File: src/rtl/pci_req_xlate.sv
module pci_req_xlate #(
  parameter int ADDR_W = 32,
  parameter int DATA_W = 64,
  parameter int BCNT_W = 8
) (
  input  logic              clk,
  input  logic              rst_n,
  input  logic              req_valid,
  input  logic              req_write,
  input  logic [ADDR_W-1:0] req_addr,
  input  logic [BCNT_W-1:0] req_burst,
  input  logic [DATA_W/8-1:0] req_be,
  input  logic [DATA_W-1:0] req_wdata,
  output logic              req_wait,
  output logic              ph_valid,
  output logic [ADDR_W-1:0] ph_addr,
  output logic              ph_req64,
  output logic [DATA_W/8-1:0] ph_be_n,
  output logic [DATA_W-1:0] ph_wdata,
  output logic              ph_start,
  output logic              ph_last,
  input  logic              tgt_accept,
  input  logic              tgt_ack64,
  input  logic              tgt_disc
);
  localparam int BE_W  = DATA_W / 8;
  localparam int CNT_W = BCNT_W + 2;

  logic busy, done, wide, first, wr_q, rdall_q;
  logic [ADDR_W-1:0] base_q;
  logic [BE_W-1:0]   be_q;
  logic [CNT_W-1:0]  idx, endx;

  logic [CNT_W-1:0] beats, ld_idx, ld_end;
  logic             ld_wide, multi;
  logic [3:0]       be_sel;
  logic [31:0]      dat_sel;
  logic [BE_W-1:0]  nar_be_n;
  logic [DATA_W-1:0] nar_data;

  assign beats = (req_burst == '0) ? CNT_W'(1) : CNT_W'(req_burst);
  assign multi = req_burst > BCNT_W'(1);

  generate
    if (DATA_W == 64) begin : g_w64
      logic lo_on, hi_on;
      assign lo_on = |req_be[3:0];
      assign hi_on = |req_be[7:4];
      always_comb begin
        ld_wide = 1'b0;
        ld_idx  = '0;
        ld_end  = CNT_W'(1);
        if (multi) ld_end = beats << 1;
        else if (!hi_on) ld_end = CNT_W'(1);
        else if (!lo_on) begin
          ld_idx = CNT_W'(1);
          ld_end = CNT_W'(2);
        end else if (req_write) ld_end = CNT_W'(2);
        else ld_wide = 1'b1;
      end
      assign be_sel   = idx[0] ? be_q[7:4] : be_q[3:0];
      assign dat_sel  = idx[0] ? req_wdata[63:32] : req_wdata[31:0];
      assign nar_be_n = {4'hF, rdall_q ? 4'h0 : ~be_sel};
      assign nar_data = {32'd0, wr_q ? dat_sel : 32'd0};
    end else begin : g_w32
      assign ld_wide  = 1'b0;
      assign ld_idx   = '0;
      assign ld_end   = beats;
      assign be_sel   = be_q[3:0];
      assign dat_sel  = req_wdata[31:0];
      assign nar_be_n = rdall_q ? 4'h0 : ~be_sel;
      assign nar_data = wr_q ? dat_sel : 32'd0;
    end
  endgenerate

  assign req_wait = req_valid && !done;
  assign ph_valid = busy;
  assign ph_req64 = busy && wide;
  assign ph_start = busy && first;
  assign ph_last  = busy && (wide || (idx + CNT_W'(1) == endx));
  assign ph_addr  = base_q + (ADDR_W'(idx) << 2);
  assign ph_be_n  = wide ? ~be_q : nar_be_n;
  assign ph_wdata = wide ? (wr_q ? req_wdata : '0) : nar_data;

  always_ff @(posedge clk) begin
    if (!rst_n) begin
      busy <= 1'b0; done <= 1'b0; wide <= 1'b0; first <= 1'b0;
      wr_q <= 1'b0; rdall_q <= 1'b0; base_q <= '0; be_q <= '0;
      idx <= '0; endx <= '0;
    end else begin
      done <= 1'b0;
      if (!busy) begin
        if (req_valid && !done) begin
          busy    <= 1'b1;
          first   <= 1'b1;
          wide    <= ld_wide;
          wr_q    <= req_write;
          rdall_q <= !req_write && multi;
          base_q  <= req_addr & ~ADDR_W'(BE_W - 1);
          be_q    <= req_be;
          idx     <= ld_idx;
          endx    <= ld_end;
        end
      end else if (tgt_accept) begin
        if (wide) begin
          if (tgt_ack64) begin
            busy <= 1'b0; done <= 1'b1; wide <= 1'b0;
          end else begin
            wide <= 1'b0; idx <= CNT_W'(1); endx <= CNT_W'(2); first <= 1'b1;
          end
        end else if (ph_last) begin
          busy <= 1'b0; done <= 1'b1;
        end else begin
          idx   <= idx + CNT_W'(1);
          first <= tgt_disc;
        end
      end
    end
  end
endmodule


File: config.mk
export PLATFORM = sky130hd
export DESIGN_NAME = pci_req_xlate
export DESIGN_NICKNAME = d
export VERILOG_FILES = /design/src/rtl/pci_req_xlate.sv
export SDC_FILE = /design/constraint.sdc
export NUM_CORES = 1
export LEC_CHECK = 0
export ABC_CLOCK_PERIOD_IN_PS = 6500
export BUFFER_PORTS_ARGS = -buffer_cell sky130_fd_sc_hd__buf_2
export CAP_MARGIN = 20
export CORE_MARGIN = 10
export CORE_UTILIZATION = 45
export CTS_CLUSTER_DIAMETER = 200
export DETAILED_ROUTE_END_ITERATION = 16
export GPL_ROUTABILITY_DRIVEN = 0
export PLACE_DENSITY = 0.8
export SKIP_CTS_REPAIR_TIMING = 1
export SLEW_MARGIN = 30
export SYNTH_ARGS = -nofsm -noshare
export SYNTH_HDL_FRONTEND = slang
export SYNTH_SLANG_ARGS = --single-unit
File: constraint.sdc
create_clock -name clk -period 6.5 [get_ports clk]
set_input_delay 1.625 -clock clk [delete_from_list [all_inputs] [get_ports clk]]
set_output_delay 1.625 -clock clk [all_outputs]
set_load 0.05 [all_outputs]
==> summary by stage <==
Floorplan
After floorplanning, the core was divided into 36 placement rows. The die is roughly 120 µm wide. The die area is about 14000 µm². The area of the core is about 9600 µm². The die is ~120 µm tall. The effective utilization at floorplan is a little under half. In this run the count of I/O pins placed on the die edge is between 200 and 250.

Layout
Summing all multi-input logic gate instances after layout gives ~2900 µm². The number of inserted diodes is 0. The area growth from synthesis to final layout is 30.9%. In the final layout, the share of cells above drive strength 1 is around 33%.

At the end of the flow, the number of nets in the layout was approximately 950. The sequential cell area in the final layout is ~1200 µm². The count of fill cells added during filler insertion is around 930.

STA
In this run the tightest slew margin relative to its limit is around 45%. After layout, the minimum clock period comes to 5.29 ns. Timing would allow up to approximately 190 MHz. The number of setup violations in the final report is 0.

The number of hold violations in the final report is 0. The max-slew violation count was 0. On the final layout, the worst clock skew is 0.0169 ns. The transition time of the tightest slew-check pin is 0.823 ns.

Setup repair after global routing left no endpoint under its margin. After routing, the total negative slack on setup checks comes to 0 ns. Setup slack closes at ~1.2 ns. The worst path uses roughly four fifths of the clock period.

Clock tree
The total number of clock tree sinks is a little over 60. The insertion delay to the later sink of the worst-skew pair is 0.36 ns. Clock-pin slew was measured on the worst setup and hold paths at 0.08 ns. Counting the buffers created by CTS gives 9. The CTS H-tree depth is 3. In this run the deepest clock path goes through 2 buffers. TritonCTS built the clock tree. The clock root buffer is sky130_fd_sc_hd__clkbuf_8.

Synthesis
Sequential elements use between 20% and 30% of the synthesized area. After synthesis the netlist holds a flip-flop and latch count of 62. The synthesized design contains 0 enable-type register cells. Among all flip-flop cells after synthesis, the most frequent one is sky130_fd_sc_hd__dfxtp_1. Counting flops with an async set or reset pin after synthesis yields a share of 0%.

During synthesis, Yosys emitted a total of 0 warnings. Each instance of the synthesized netlist takes up on average between 7 and 8 µm². The mapped cell area is between 4000 and 5000 µm².

The gate count after technology mapping is roughly 620. The synthesized netlist contains slightly below 60 unique library cells.

Min path
The worst hold path class is flip-flop to flip-flop.

Worst setup path
The endpoint class of the critical path is a primary output. The type of the worst setup path is flip-flop to primary output. The worst stage delay on the critical path is around 0.72 ns. Traced cell by cell, the critical path runs through inv_1, fa_1, nor2b_1, o21ai_0, a21boi_0, o21bai_1, o31ai_1, nand3_1, xnor2_1, buf_2. For the worst setup path, the data arrival time is between 3 and 4 ns. Of all nets on the critical path, the largest fanout is 11.

For the worst setup path, the data required time is 4.88 ns. The worst setup path is launched from a flip-flop. The number of buffer and inverter instances along the worst setup path is 2. Grouping stages by cell kind, the critical path spends the most delay in compound AO/OA/AOI/OAI gates. For this design, the slowest cell found on the critical path is sky130_fd_sc_hd__o31ai_1.

Routing
Across all layers, the routed design uses between 5000 and 6000 vias. The antenna violation net count after detailed routing is 0. The number of violations reported at the end of detailed-routing iteration 0 is about 290. For this run, design rule violations remaining after detail routing come to 0. The first detailed-routing pass ran for 5 iterations. The total wire length is 15900 µm. After detailed routing, the number of vias per cell comes to roughly 5.3. After detailed routing, the average wire length per cell comes to roughly 17 µm.

Global routing
The remaining global-route overflow is 0. The maximum number of pins on one net before global-route repair is between 60 and 70. The first-pass GRT wire length is 25600 µm.

The initial antenna violation count is 0. The overall routing resource usage is between 20% and 30%. The number of global-route vias before repair is 4970.

Power
The maximum vdd drop is approximately 100 µV. Dividing total power by cell area gives a power density of between 150 and 200 nW/µm². The leakage power is around 2.9 nW.

Placed design
The port buffer count is 222. After legalization and detailed placement, the total HPWL measured between 10000 and 15000 µm. OpenSTA, run right after detailed placement, puts the worst setup slack at approximately 1.6 ns.

Run status
The run finished with clean final reports.

Run
The max-capacitance violation count is 0.
==> flip-flops by register name, summed over array words and instances (netlist names) <==
signal and flops:
idx 10, rdall_q 1, wr_q 1, be_q 8, first 1, endx 9, wide 1, done 1
ph_valid 1, base_q 29
==> kinds of logic (layout without fill, tap and decap cells) <==
logic type	Yosys count	in the layout	synth area share (%)
adder cells (fa/ha/maj)	11	11	3.30
flip-flops	62	62	28.2
other	1	2	0.0851
AND/OR/NAND/NOR	309	309	33.0
XOR/XNOR	38	38	7.56
AO/OA/AOI/OAI	137	137	20.5
buffers and inverters	60	257	6.16
multiplexers	5	5	1.19
==> where the power goes <==
| part | total (mW) | internal [mW] | leakage [nW] | switching [mW] |
|---|---|---|---|---|
| combinational | 0.276 | 0.0878 | 2.24 | 0.188 |
| sequential | 0.418 | 0.398 | 0.508 | 0.0197 |
| clock | 0.362 | 0.206 | 0.104 | 0.156 |
| total | 1.06 | 0.692 | 2.86 | 0.364 |
==> per-stage QoR <==
| stage | hold WS, ns | instance area [µm²] | std cells | total power [mW] | util (%) |
|---|---|---|---|---|---|
| 3_5_place_dp | 0.454 | 5560 | 939 | 0.702 | 57.6 |
| 2_1_floorplan | 0.432 | 4410 | 624 | 0.611 | - |
| 6_report | 0.462 | 5760 | 954 | 1.06 | 59.8 |
| 5_1_grt | 0.480 | 5760 | 954 | 1.11 | 59.8 |
| 3_3_place_gp | 0.448 | 5510 | 937 | 0.695 | 57.2 |
| 4_1_cts | 0.465 | 5760 | 954 | 1.06 | 59.8 |
==> routing by layer <==
layer	vias to the layer above	global-route usage, %	share of wire (%)
li1	2511	-	-
met1	2271	23.0	38
met2	221	37.8	49
met3	37	8.93	9.7
met4	0	8.40	2.8
met5	-	0	0
==> area by class of cell <==
cell class / count / share of cell area (%)
clock buffer: 12 / 2.87
timing repair buffer: 230 / 20.8
clock inverter: 3 / 0.738
sequential: 62 / 21.5
multi-input combinational: 502 / 50.4
inverter: 12 / 0.781
tap: 133 / 2.89
==> path summary, 6_finish.rpt <==
check / startpoint / to / slack, ns / cells after the start
worst max-delay path: idx[2] / ph_addr[27] / 1.21 / 10
worst min register to register: be_q[3] / be_q[3] / 0.46 / 2
worst min-delay path: be_q[3] / be_q[3] / 0.46 / 2
worst max register to register: idx[0] / idx[0] / 3.10 / 8
==> cell usage after synthesis, types with 6 or more instances <==
cell type,n,area (µm²)
sky130_fd_sc_hd__a21boi_0,33,248
sky130_fd_sc_hd__a21oi_1,52,260
sky130_fd_sc_hd__a22oi_1,7,52.6
sky130_fd_sc_hd__and3_1,39,244
sky130_fd_sc_hd__clkbuf_1,39,146
sky130_fd_sc_hd__dfxtp_1,62,1240
sky130_fd_sc_hd__ha_1,10,125
sky130_fd_sc_hd__inv_1,11,41.3
sky130_fd_sc_hd__nand2_1,170,638
sky130_fd_sc_hd__nand3_1,20,100
sky130_fd_sc_hd__nor2_1,29,109
sky130_fd_sc_hd__nor2b_1,6,37.5
sky130_fd_sc_hd__nor3_1,10,50.1
sky130_fd_sc_hd__nor4_1,7,43.8
sky130_fd_sc_hd__o21ai_0,14,70.1
sky130_fd_sc_hd__xnor2_1,24,210
sky130_fd_sc_hd__xor2_1,14,123
==> tightest hold or removal path: stages (launching register included) <==
cell	delay, ns
sky130_fd_sc_hd__dfxtp_1	0.32
sky130_fd_sc_hd__nand2_1	0.05
sky130_fd_sc_hd__a21oi_1	0.05
==> placed cells by master, fill, tap and decap left out, types with 3 or more instances in the layout <==
cell type,netlist,layout
sky130_fd_sc_hd__buf_2,1,222
sky130_fd_sc_hd__nand2_1,170,170
sky130_fd_sc_hd__dfxtp_1,62,62
sky130_fd_sc_hd__a21oi_1,52,52
sky130_fd_sc_hd__and3_1,39,39
sky130_fd_sc_hd__a21boi_0,33,33
sky130_fd_sc_hd__nor2_1,29,29
sky130_fd_sc_hd__xnor2_1,24,24
sky130_fd_sc_hd__nand3_1,20,20
sky130_fd_sc_hd__o21ai_0,14,14
sky130_fd_sc_hd__xor2_1,14,14
sky130_fd_sc_hd__clkbuf_8,0,12
sky130_fd_sc_hd__inv_1,11,11
sky130_fd_sc_hd__nor3_1,10,10
sky130_fd_sc_hd__ha_1,10,10
sky130_fd_sc_hd__nor4_1,7,7
sky130_fd_sc_hd__a22oi_1,7,7
sky130_fd_sc_hd__buf_4,5,6
sky130_fd_sc_hd__nor2b_1,6,4
sky130_fd_sc_hd__o21bai_1,4,4
sky130_fd_sc_hd__and2_1,4,4
sky130_fd_sc_hd__o22ai_1,4,4
sky130_fd_sc_hd__o21a_1,3,3
sky130_fd_sc_hd__nand4_1,3,3
sky130_fd_sc_hd__nor3b_1,3,3
sky130_fd_sc_hd__nand2b_1,3,3
sky130_fd_sc_hd__mux2i_1,3,3
sky130_fd_sc_hd__o221a_2,3,3
sky130_fd_sc_hd__a31oi_1,3,3
No activity file was read; power rests on OpenSTA's default activity.
